File: config.mk
export PLATFORM = sky130hd
export DESIGN_NAME = cpuif_grp_sec
export DESIGN_NICKNAME = d
export VERILOG_FILES = /design/src/rtl/cpuif_pkg.sv /design/src/rtl/cpuif_bank.sv /design/src/rtl/cpuif_gate.sv /design/src/rtl/cpuif_line.sv /design/src/rtl/cpuif_grp_sec.sv
export SDC_FILE = /design/constraint.sdc
export NUM_CORES = 1
export LEC_CHECK = 0
export BUFFER_PORTS_ARGS = -buffer_cell sky130_fd_sc_hd__buf_2
export CORE_MARGIN = 3
export CORE_UTILIZATION = 52
export CTS_CLUSTER_DIAMETER = 120
export DETAILED_ROUTE_END_ITERATION = 16
export PLACE_DENSITY = 0.95
export RECOVER_POWER = 50
export SLEW_MARGIN = 20
export SYNTH_ARGS = -nofsm -noshare
export SYNTH_HDL_FRONTEND = slang
export SYNTH_SLANG_ARGS = --single-unit
File: constraint.sdc
create_clock -name clk -period 4 [get_ports clk]
set_input_delay 0.2 -clock clk [delete_from_list [all_inputs] [get_ports clk]]
set_output_delay 0.2 -clock clk [all_outputs]
set_load 0.02 [all_outputs]
File: src/rtl/cpuif_pkg.sv
package cpuif_pkg;

  typedef enum logic [2:0] {
    SEL_CTRL   = 3'd0,
    SEL_PMASK  = 3'd1,
    SEL_ACK    = 3'd2,
    SEL_EOI    = 3'd3,
    SEL_HPEND  = 3'd4,
    SEL_RUNPRI = 3'd5
  } reg_sel_e;

  typedef struct packed {
    logic fiq_en;
    logic ack_ctl;
    logic en_g1;
    logic en_g0;
  } ctrl_t;

  localparam int CTRL_W = $bits(ctrl_t);

endpackage

File: src/rtl/cpuif_bank.sv
module cpuif_bank
  import cpuif_pkg::*;
#(
  parameter int PRIO_W = 8,
  parameter int DATA_W = 32
) (
  input  logic              clk,
  input  logic              rst_n,
  input  logic              wr_en,
  input  reg_sel_e          sel,
  input  logic              secure,
  input  logic [PRIO_W-1:0] wdata,
  output ctrl_t             ctrl,
  output logic [PRIO_W-1:0] pmask,
  output logic [DATA_W-1:0] ctrl_view,
  output logic [DATA_W-1:0] pmask_view
);

  ctrl_t             ctrl_q;
  logic [PRIO_W-1:0] pmask_q;
  logic              pmask_top;

  assign pmask_top = pmask_q[PRIO_W-1];

  always_ff @(posedge clk) begin
    if (!rst_n) begin
      ctrl_q  <= '0;
      pmask_q <= '0;
    end else if (wr_en) begin
      if (sel == SEL_CTRL) begin
        if (secure) ctrl_q <= ctrl_t'(wdata[CTRL_W-1:0]);
        else        ctrl_q.en_g1 <= wdata[0];
      end
      if (sel == SEL_PMASK) begin
        if (secure)         pmask_q <= wdata;
        else if (pmask_top) pmask_q <= {1'b1, wdata[PRIO_W-1:1]};
      end
    end
  end

  always_comb begin
    ctrl_view  = '0;
    pmask_view = '0;
    if (secure) begin
      ctrl_view[CTRL_W-1:0]  = ctrl_q;
      pmask_view[PRIO_W-1:0] = pmask_q;
    end else begin
      ctrl_view[0] = ctrl_q.en_g1;
      if (pmask_top) pmask_view[PRIO_W-1:0] = {pmask_q[PRIO_W-2:0], 1'b0};
    end
  end

  assign ctrl  = ctrl_q;
  assign pmask = pmask_q;

  p_ns_keeps_secure_bits_r8: assert property (@(posedge clk) disable iff (!rst_n)
    (wr_en && !secure && sel == SEL_CTRL) |=>
      ($stable(ctrl_q.en_g0) && $stable(ctrl_q.ack_ctl) && $stable(ctrl_q.fiq_en)));

  p_ns_mask_floor_r11: assert property (@(posedge clk) disable iff (!rst_n)
    (wr_en && !secure && sel == SEL_PMASK && !pmask_top) |=> $stable(pmask_q));

  p_ns_mask_top_kept_r11: assert property (@(posedge clk) disable iff (!rst_n)
    (wr_en && !secure && sel == SEL_PMASK && pmask_top) |=> pmask_q[PRIO_W-1]);

endmodule

File: src/rtl/cpuif_gate.sv
module cpuif_gate
  import cpuif_pkg::*;
#(
  parameter int ID_W   = 10,
  parameter int PRIO_W = 8
) (
  input  logic              pend_valid,
  input  logic [ID_W-1:0]   pend_id,
  input  logic [PRIO_W-1:0] pend_prio,
  input  logic              pend_grp,
  input  ctrl_t             ctrl,
  input  logic [PRIO_W-1:0] pmask,
  input  logic              secure,
  output logic              vis,
  output logic              grant,
  output logic [ID_W-1:0]   resp_id
);

  localparam logic [ID_W-1:0] ID_NONE   = '1;
  localparam logic [ID_W-1:0] ID_HIDDEN = ID_NONE - 1'b1;

  logic grp_on;

  assign grp_on = pend_grp ? ctrl.en_g1 : ctrl.en_g0;
  assign vis    = pend_valid && grp_on && (pend_prio < pmask);

  always_comb begin
    grant   = 1'b0;
    resp_id = ID_NONE;
    if (vis) begin
      if (!pend_grp) begin
        if (secure) begin
          grant   = 1'b1;
          resp_id = pend_id;
        end
      end else if (!secure || ctrl.ack_ctl) begin
        grant   = 1'b1;
        resp_id = pend_id;
      end else begin
        resp_id = ID_HIDDEN;
      end
    end
  end

endmodule

File: src/rtl/cpuif_line.sv
module cpuif_line (
  input  logic clk,
  input  logic rst_n,
  input  logic vis,
  input  logic grp,
  input  logic fiq_en,
  output logic irq_o,
  output logic fiq_o
);

  logic to_fast;

  assign to_fast = !grp && fiq_en;

  always_ff @(posedge clk) begin
    if (!rst_n) begin
      irq_o <= 1'b0;
      fiq_o <= 1'b0;
    end else begin
      irq_o <= vis && !to_fast;
      fiq_o <= vis && to_fast;
    end
  end

  p_lines_exclusive_r9: assert property (@(posedge clk) disable iff (!rst_n)
    !(irq_o && fiq_o));

  p_fast_only_grp0_r9: assert property (@(posedge clk) disable iff (!rst_n)
    fiq_o |-> $past(!grp && fiq_en));

  p_dark_when_hidden_r10: assert property (@(posedge clk) disable iff (!rst_n)
    $past(!vis) |-> (!irq_o && !fiq_o));

endmodule

File: src/rtl/cpuif_grp_sec.sv
module cpuif_grp_sec
  import cpuif_pkg::*;
#(
  parameter int ID_W   = 10,
  parameter int PRIO_W = 8,
  parameter int DATA_W = 32
) (
  input  logic              clk,
  input  logic              rst_n,
  input  logic              req_valid,
  output logic              req_ready,
  input  logic              req_write,
  input  logic              req_secure,
  input  logic [2:0]        req_sel,
  input  logic [ID_W-1:0]   req_wdata,
  output logic              rsp_valid,
  input  logic              rsp_ready,
  output logic [DATA_W-1:0] rsp_rdata,
  input  logic              pend_valid,
  input  logic [ID_W-1:0]   pend_id,
  input  logic [PRIO_W-1:0] pend_prio,
  input  logic              pend_grp,
  input  logic              eoi_grp,
  input  logic [PRIO_W-1:0] run_prio,
  output logic              ack_o,
  output logic [ID_W-1:0]   ack_id,
  output logic              eoi_o,
  output logic [ID_W-1:0]   eoi_id,
  output logic              irq_o,
  output logic              fiq_o
);

  localparam int ID_PAD = DATA_W - ID_W;
  localparam int PR_PAD = DATA_W - PRIO_W;

  reg_sel_e          sel;
  logic              acc;
  ctrl_t             ctrl;
  logic [PRIO_W-1:0] pmask;
  logic [DATA_W-1:0] ctrl_view;
  logic [DATA_W-1:0] pmask_view;
  logic              vis;
  logic              grant;
  logic [ID_W-1:0]   resp_id;
  logic [PRIO_W-1:0] run_view;
  logic [DATA_W-1:0] rd_mux;
  logic              eoi_ok;

  assign sel       = reg_sel_e'(req_sel);
  assign req_ready = !rsp_valid || rsp_ready;
  assign acc       = req_valid && req_ready;

  cpuif_bank #(.PRIO_W(PRIO_W), .DATA_W(DATA_W)) u_bank (
    .clk        (clk),
    .rst_n      (rst_n),
    .wr_en      (acc && req_write),
    .sel        (sel),
    .secure     (req_secure),
    .wdata      (req_wdata[PRIO_W-1:0]),
    .ctrl       (ctrl),
    .pmask      (pmask),
    .ctrl_view  (ctrl_view),
    .pmask_view (pmask_view)
  );

  cpuif_gate #(.ID_W(ID_W), .PRIO_W(PRIO_W)) u_gate (
    .pend_valid (pend_valid),
    .pend_id    (pend_id),
    .pend_prio  (pend_prio),
    .pend_grp   (pend_grp),
    .ctrl       (ctrl),
    .pmask      (pmask),
    .secure     (req_secure),
    .vis        (vis),
    .grant      (grant),
    .resp_id    (resp_id)
  );

  cpuif_line u_line (
    .clk    (clk),
    .rst_n  (rst_n),
    .vis    (vis),
    .grp    (pend_grp),
    .fiq_en (ctrl.fiq_en),
    .irq_o  (irq_o),
    .fiq_o  (fiq_o)
  );

  always_comb begin
    if (req_secure)              run_view = run_prio;
    else if (run_prio[PRIO_W-1]) run_view = {run_prio[PRIO_W-2:0], 1'b0};
    else                         run_view = '0;
  end

  always_comb begin
    case (sel)
      SEL_CTRL:            rd_mux = ctrl_view;
      SEL_PMASK:           rd_mux = pmask_view;
      SEL_ACK, SEL_HPEND:  rd_mux = {{ID_PAD{1'b0}}, resp_id};
      SEL_RUNPRI:          rd_mux = {{PR_PAD{1'b0}}, run_view};
      default:             rd_mux = '0;
    endcase
  end

  assign eoi_ok = req_secure || eoi_grp;

  always_ff @(posedge clk) begin
    if (!rst_n) begin
      rsp_valid <= 1'b0;
      rsp_rdata <= '0;
      ack_o     <= 1'b0;
      ack_id    <= '0;
      eoi_o     <= 1'b0;
      eoi_id    <= '0;
    end else begin
      if (acc) begin
        rsp_valid <= 1'b1;
        rsp_rdata <= req_write ? '0 : rd_mux;
      end else if (rsp_ready) begin
        rsp_valid <= 1'b0;
      end
      ack_o <= acc && !req_write && (sel == SEL_ACK) && grant;
      if (acc && !req_write && sel == SEL_ACK) ack_id <= pend_id;
      eoi_o <= acc && req_write && (sel == SEL_EOI) && eoi_ok;
      if (acc && req_write && sel == SEL_EOI) eoi_id <= req_wdata;
    end
  end

  p_rsp_hold_r2: assert property (@(posedge clk) disable iff (!rst_n)
    (rsp_valid && !rsp_ready) |=> (rsp_valid && $stable(rsp_rdata)));

  p_no_accept_stalled_r2: assert property (@(posedge clk) disable iff (!rst_n)
    (rsp_valid && !rsp_ready) |-> !req_ready);

  p_rsp_follows_req_r2: assert property (@(posedge clk) disable iff (!rst_n)
    (req_valid && req_ready) |=> rsp_valid);

  p_ack_secure_grp0_r3: assert property (@(posedge clk) disable iff (!rst_n)
    ack_o |-> $past(req_secure || pend_grp));

  p_ack_from_read_r6: assert property (@(posedge clk) disable iff (!rst_n)
    ack_o |-> $past(req_valid && !req_write && req_sel == 3'd2));

  p_eoi_ns_grp0_r7: assert property (@(posedge clk) disable iff (!rst_n)
    eoi_o |-> $past(req_secure || eoi_grp));

endmodule

==> reports/summary.json <==
{
  "yosys-top-cells-area": "dfxtp_1, mux2i_1, buf_4, nor2_1, o21ai_0",
  "path_max_fanout": 13,
  "cp_slowest_cell": "o211ai_1",
  "fill_cells": 446,
  "placement.io_buffers": 83,
  "post_cts.resized_instances": 0,
  "synth_edf_count": 0,
  "clk_pin_slew_ns": 0.09,
  "syn2layout_area_growth_pct": 13.6,
  "placed_area_mm2": 0.00294,
  "hold_viol": 0,
  "power_density_mw_per_mm2": 302,
  "grt_first_pass_wirelength_um": 10900,
  "cap_violations": 1,
  "clock_sinks": 47,
  "avgViaCountPerCell": 5.74,
  "cp_top_family": "compound AO/OA/AOI/OAI gates",
  "synthSimpleGateAreaFrac_pct": 20.0,
  "antenna_cells": 0,
  "yosys-mux-area-fraction_pct": 10.5,
  "endpoint_kind": "flip-flop",
  "timing.max_slew.rel_slack_pct": -23.4,
  "seq_area_frac_synth_pct": 36.2,
  "groute.usage.overall_pct": 22.5,
  "synth_fa_ha_area_share_pct": 3.37,
  "final_cell_mix": "dfxtp_1, buf_2, nor2_1",
  "finalInstanceArea_mm2": 0.00296,
  "cts_root_buf": "clkbuf_8",
  "postSynthAreaPerCell_um2": 8.48,
  "dp_hpwl_um": 5100,
  "dr.pass1.iters": 5,
  "cell_taking_the_most_area_after_synthesis": "dfxtp_1",
  "postSynth.asyncResetShare_pct": 0,
  "initial_utilization_pct": 54.4,
  "cts_tree": "built",
  "grt_setup_unrepaired": "no",
  "run_status": "finished with violations",
  "ys.warnings.count": 0,
  "share_of_cells_above_drive_strength_1_pct": 16.1,
  "xor_and_xnor_area_share_after_synthesis_pct": 0.337,
  "min_period_over_period_pct": 62.8,
  "start_kind": "flip-flop",
  "post-synth-top-area-fraction_pct": 36.2,
  "cts_max_level": 2,
  "die_area_mm2": 0.00589,
  "clk_latency_ns": 0.31,
  "maximum_buffer_depth_of_the_clock_tree": 2,
  "fin_total_pwr_mw": 0.892,
  "violations": "max-capacitance violations, max-slew violations",
  "worst-endpoint-required_ns": 4.21,
  "grt_pass1_vias": 2425,
  "compound_gate_fraction_of_synth_area_pct": 18.1,
  "detail_route.wirelength_um": 6860,
  "report.final.setup_viol": 0,
  "worst-slew-pin-transition_ns": 1.85,
  "library_cells_used_by_synthesis": 50,
  "cts-buffers-inserted": 5,
  "cp.arrival_ns": 2.72,
  "period_minus_slack_ns": 2.51,
  "slowest_delay_ns": 0.60,
  "power.leakage_nw": 1.29,
  "crit_chain": "inv_1, ha_1, nand2_1, or3_1, o211ai_1, a211oi_1, nor3_1",
  "worstHoldPathType": "input port to flip-flop",
  "coreArea_mm2": 0.00479,
  "cts_setup_buffers": 0,
  "drt_wl_cell_um": 15.4,
  "drcViolationCount": 0,
  "grt_antenna_before_repair": 0,
  "placement_rows": 25,
  "setup_total_negative_slack_ns": 0,
  "final.hold.worst_slack_ns": 0.124,
  "maximum_number_of_pins_on_one_net_before_global_route_repair": 41,
  "chipHeight_um": 76.7,
  "globalplace.congestion": 0.882,
  "dominant_combinational_cell_family_by_area_after_synthesis": "simple AND/OR/NAND/NOR gates",
  "die_width_um": 76.7,
  "path_buf_inv": 1,
  "finalNetCount": 434,
  "synth-seq-cells": 47,
  "vias": 2556,
  "drtIter0Drc": 218,
  "timing.final.max_slew_violations": 41,
  "skew_ns": 0.0120,
  "floorplan.io_pins": 106,
  "netlist_instances": 307,
  "number_of_antenna_violating_nets_in_the_routed_design": 0,
  "synth.cell_area_mm2": 0.00260,
  "fmax_mhz": 398,
  "timing_worst_setup_path_type": "flip-flop to flip-flop",
  "vdd.ir_drop.worst_uv": 235,
  "cts-hold-fix-buffers": 0,
  "synth_ff_type": "dfxtp_1",
  "globalRouteOverflowTotal": 0
}
-- cells in the mapped netlist, types with 3 or more instances --
cell type and instances:
ha_1 7, o211ai_1 6, a22oi_1 6, o31ai_1 3
nor2_1 43, dfxtp_1 47, and3_1 7, buf_2 3
inv_1 12, a211oi_2 3, a32oi_1 3, nand2_1 16
a211oi_1 5, mux2i_1 25, nand2b_1 3, a21oi_1 14
nor2b_1 3, o21ai_0 19, buf_4 22, nor3_1 4
clkbuf_1 11, nand3_1 9
-- power breakdown --
group	internal (mW)	leakage, nW	total, mW	switching, mW
combinational	0.0440	0.873	0.140	0.0962
sequential	0.475	0.380	0.480	0.00507
clock	0.116	0.0361	0.271	0.155
-- sequential cells by signal (all words and copies together), names as in the netlist --
| register | cells |
|---|---|
| ack_id | 10 |
| eoi_id | 10 |
| rsp_rdata | 10 |
| u_bank.pmask | 8 |
| u_bank.ctrl | 4 |
| ack_o | 1 |
| eoi_o | 1 |
| rsp_valid | 1 |
| u_line.fiq_o | 1 |
| u_line.irq_o | 1 |
-- stage by stage --
step           util, %  instances  setup slack (ns)
2_1_floorplan        -        328              2.17
3_5_place_dp      61.4        439              1.58
4_1_cts           63.0        445              1.56
3_3_place_gp      61.4        439              1.71
5_1_grt           61.8        445              1.28
6_report          61.8        445              1.49
-- routing by layer --
layer	GRT usage, %	vias to the layer above	part of all wire [%]
met1	25.9	1169	38
li1	-	1184	-
met2	38.9	173	49
met3	5.75	30	9.6
met4	10.1	0	3.1
met5	0	-	0
-- kinds of logic after synthesis --
group / Yosys count
XOR/XNOR: 1
AND/OR/NAND/NOR: 103
other: 1
adder cells (fa/ha/maj): 7
multiplexers: 27
AO/OA/AOI/OAI: 69
buffers and inverters: 52
flip-flops: 47
-- worst reg2reg max path, delay by kind of cell, from the launching register on --
kind	cells	cell delay, ns
and+or+nand+nor	3	0.62
buffers and inverters	1	0.20
adders and majority gates	1	0.34
DFF	1	0.53
AOI/OAI and AO/OA	2	0.73
-- final cells by class --
class	count	area [um^2]	area share, %
clock buffer	5	68.8	2.33
clock inverter	1	7.51	0.254
multi-input combinational	229	1440	48.6
tap	67	83.8	2.84
sequential	47	941	31.8
inverter	12	45.0	1.52
timing repair buffer	84	374	12.7
-- worst paths after layout --
kind                                      from                         to  slack [ns]  cells after the start
setup / recovery  u_bank.pmask[7]$_SDFFE_PN0P_  rsp_rdata[9]$_SDFFE_PN0P_        1.49                      7
hold reg to reg      rsp_rdata[6]$_SDFFE_PN0P_  rsp_rdata[6]$_SDFFE_PN0P_        0.50                      2
setup reg to reg  u_bank.pmask[7]$_SDFFE_PN0P_  rsp_rdata[9]$_SDFFE_PN0P_        1.49                      7
hold / removal                        pend_grp    u_line.fiq_o$_SDFF_PN0_        0.12                      2
No activity file was read; power rests on OpenSTA's default activity.
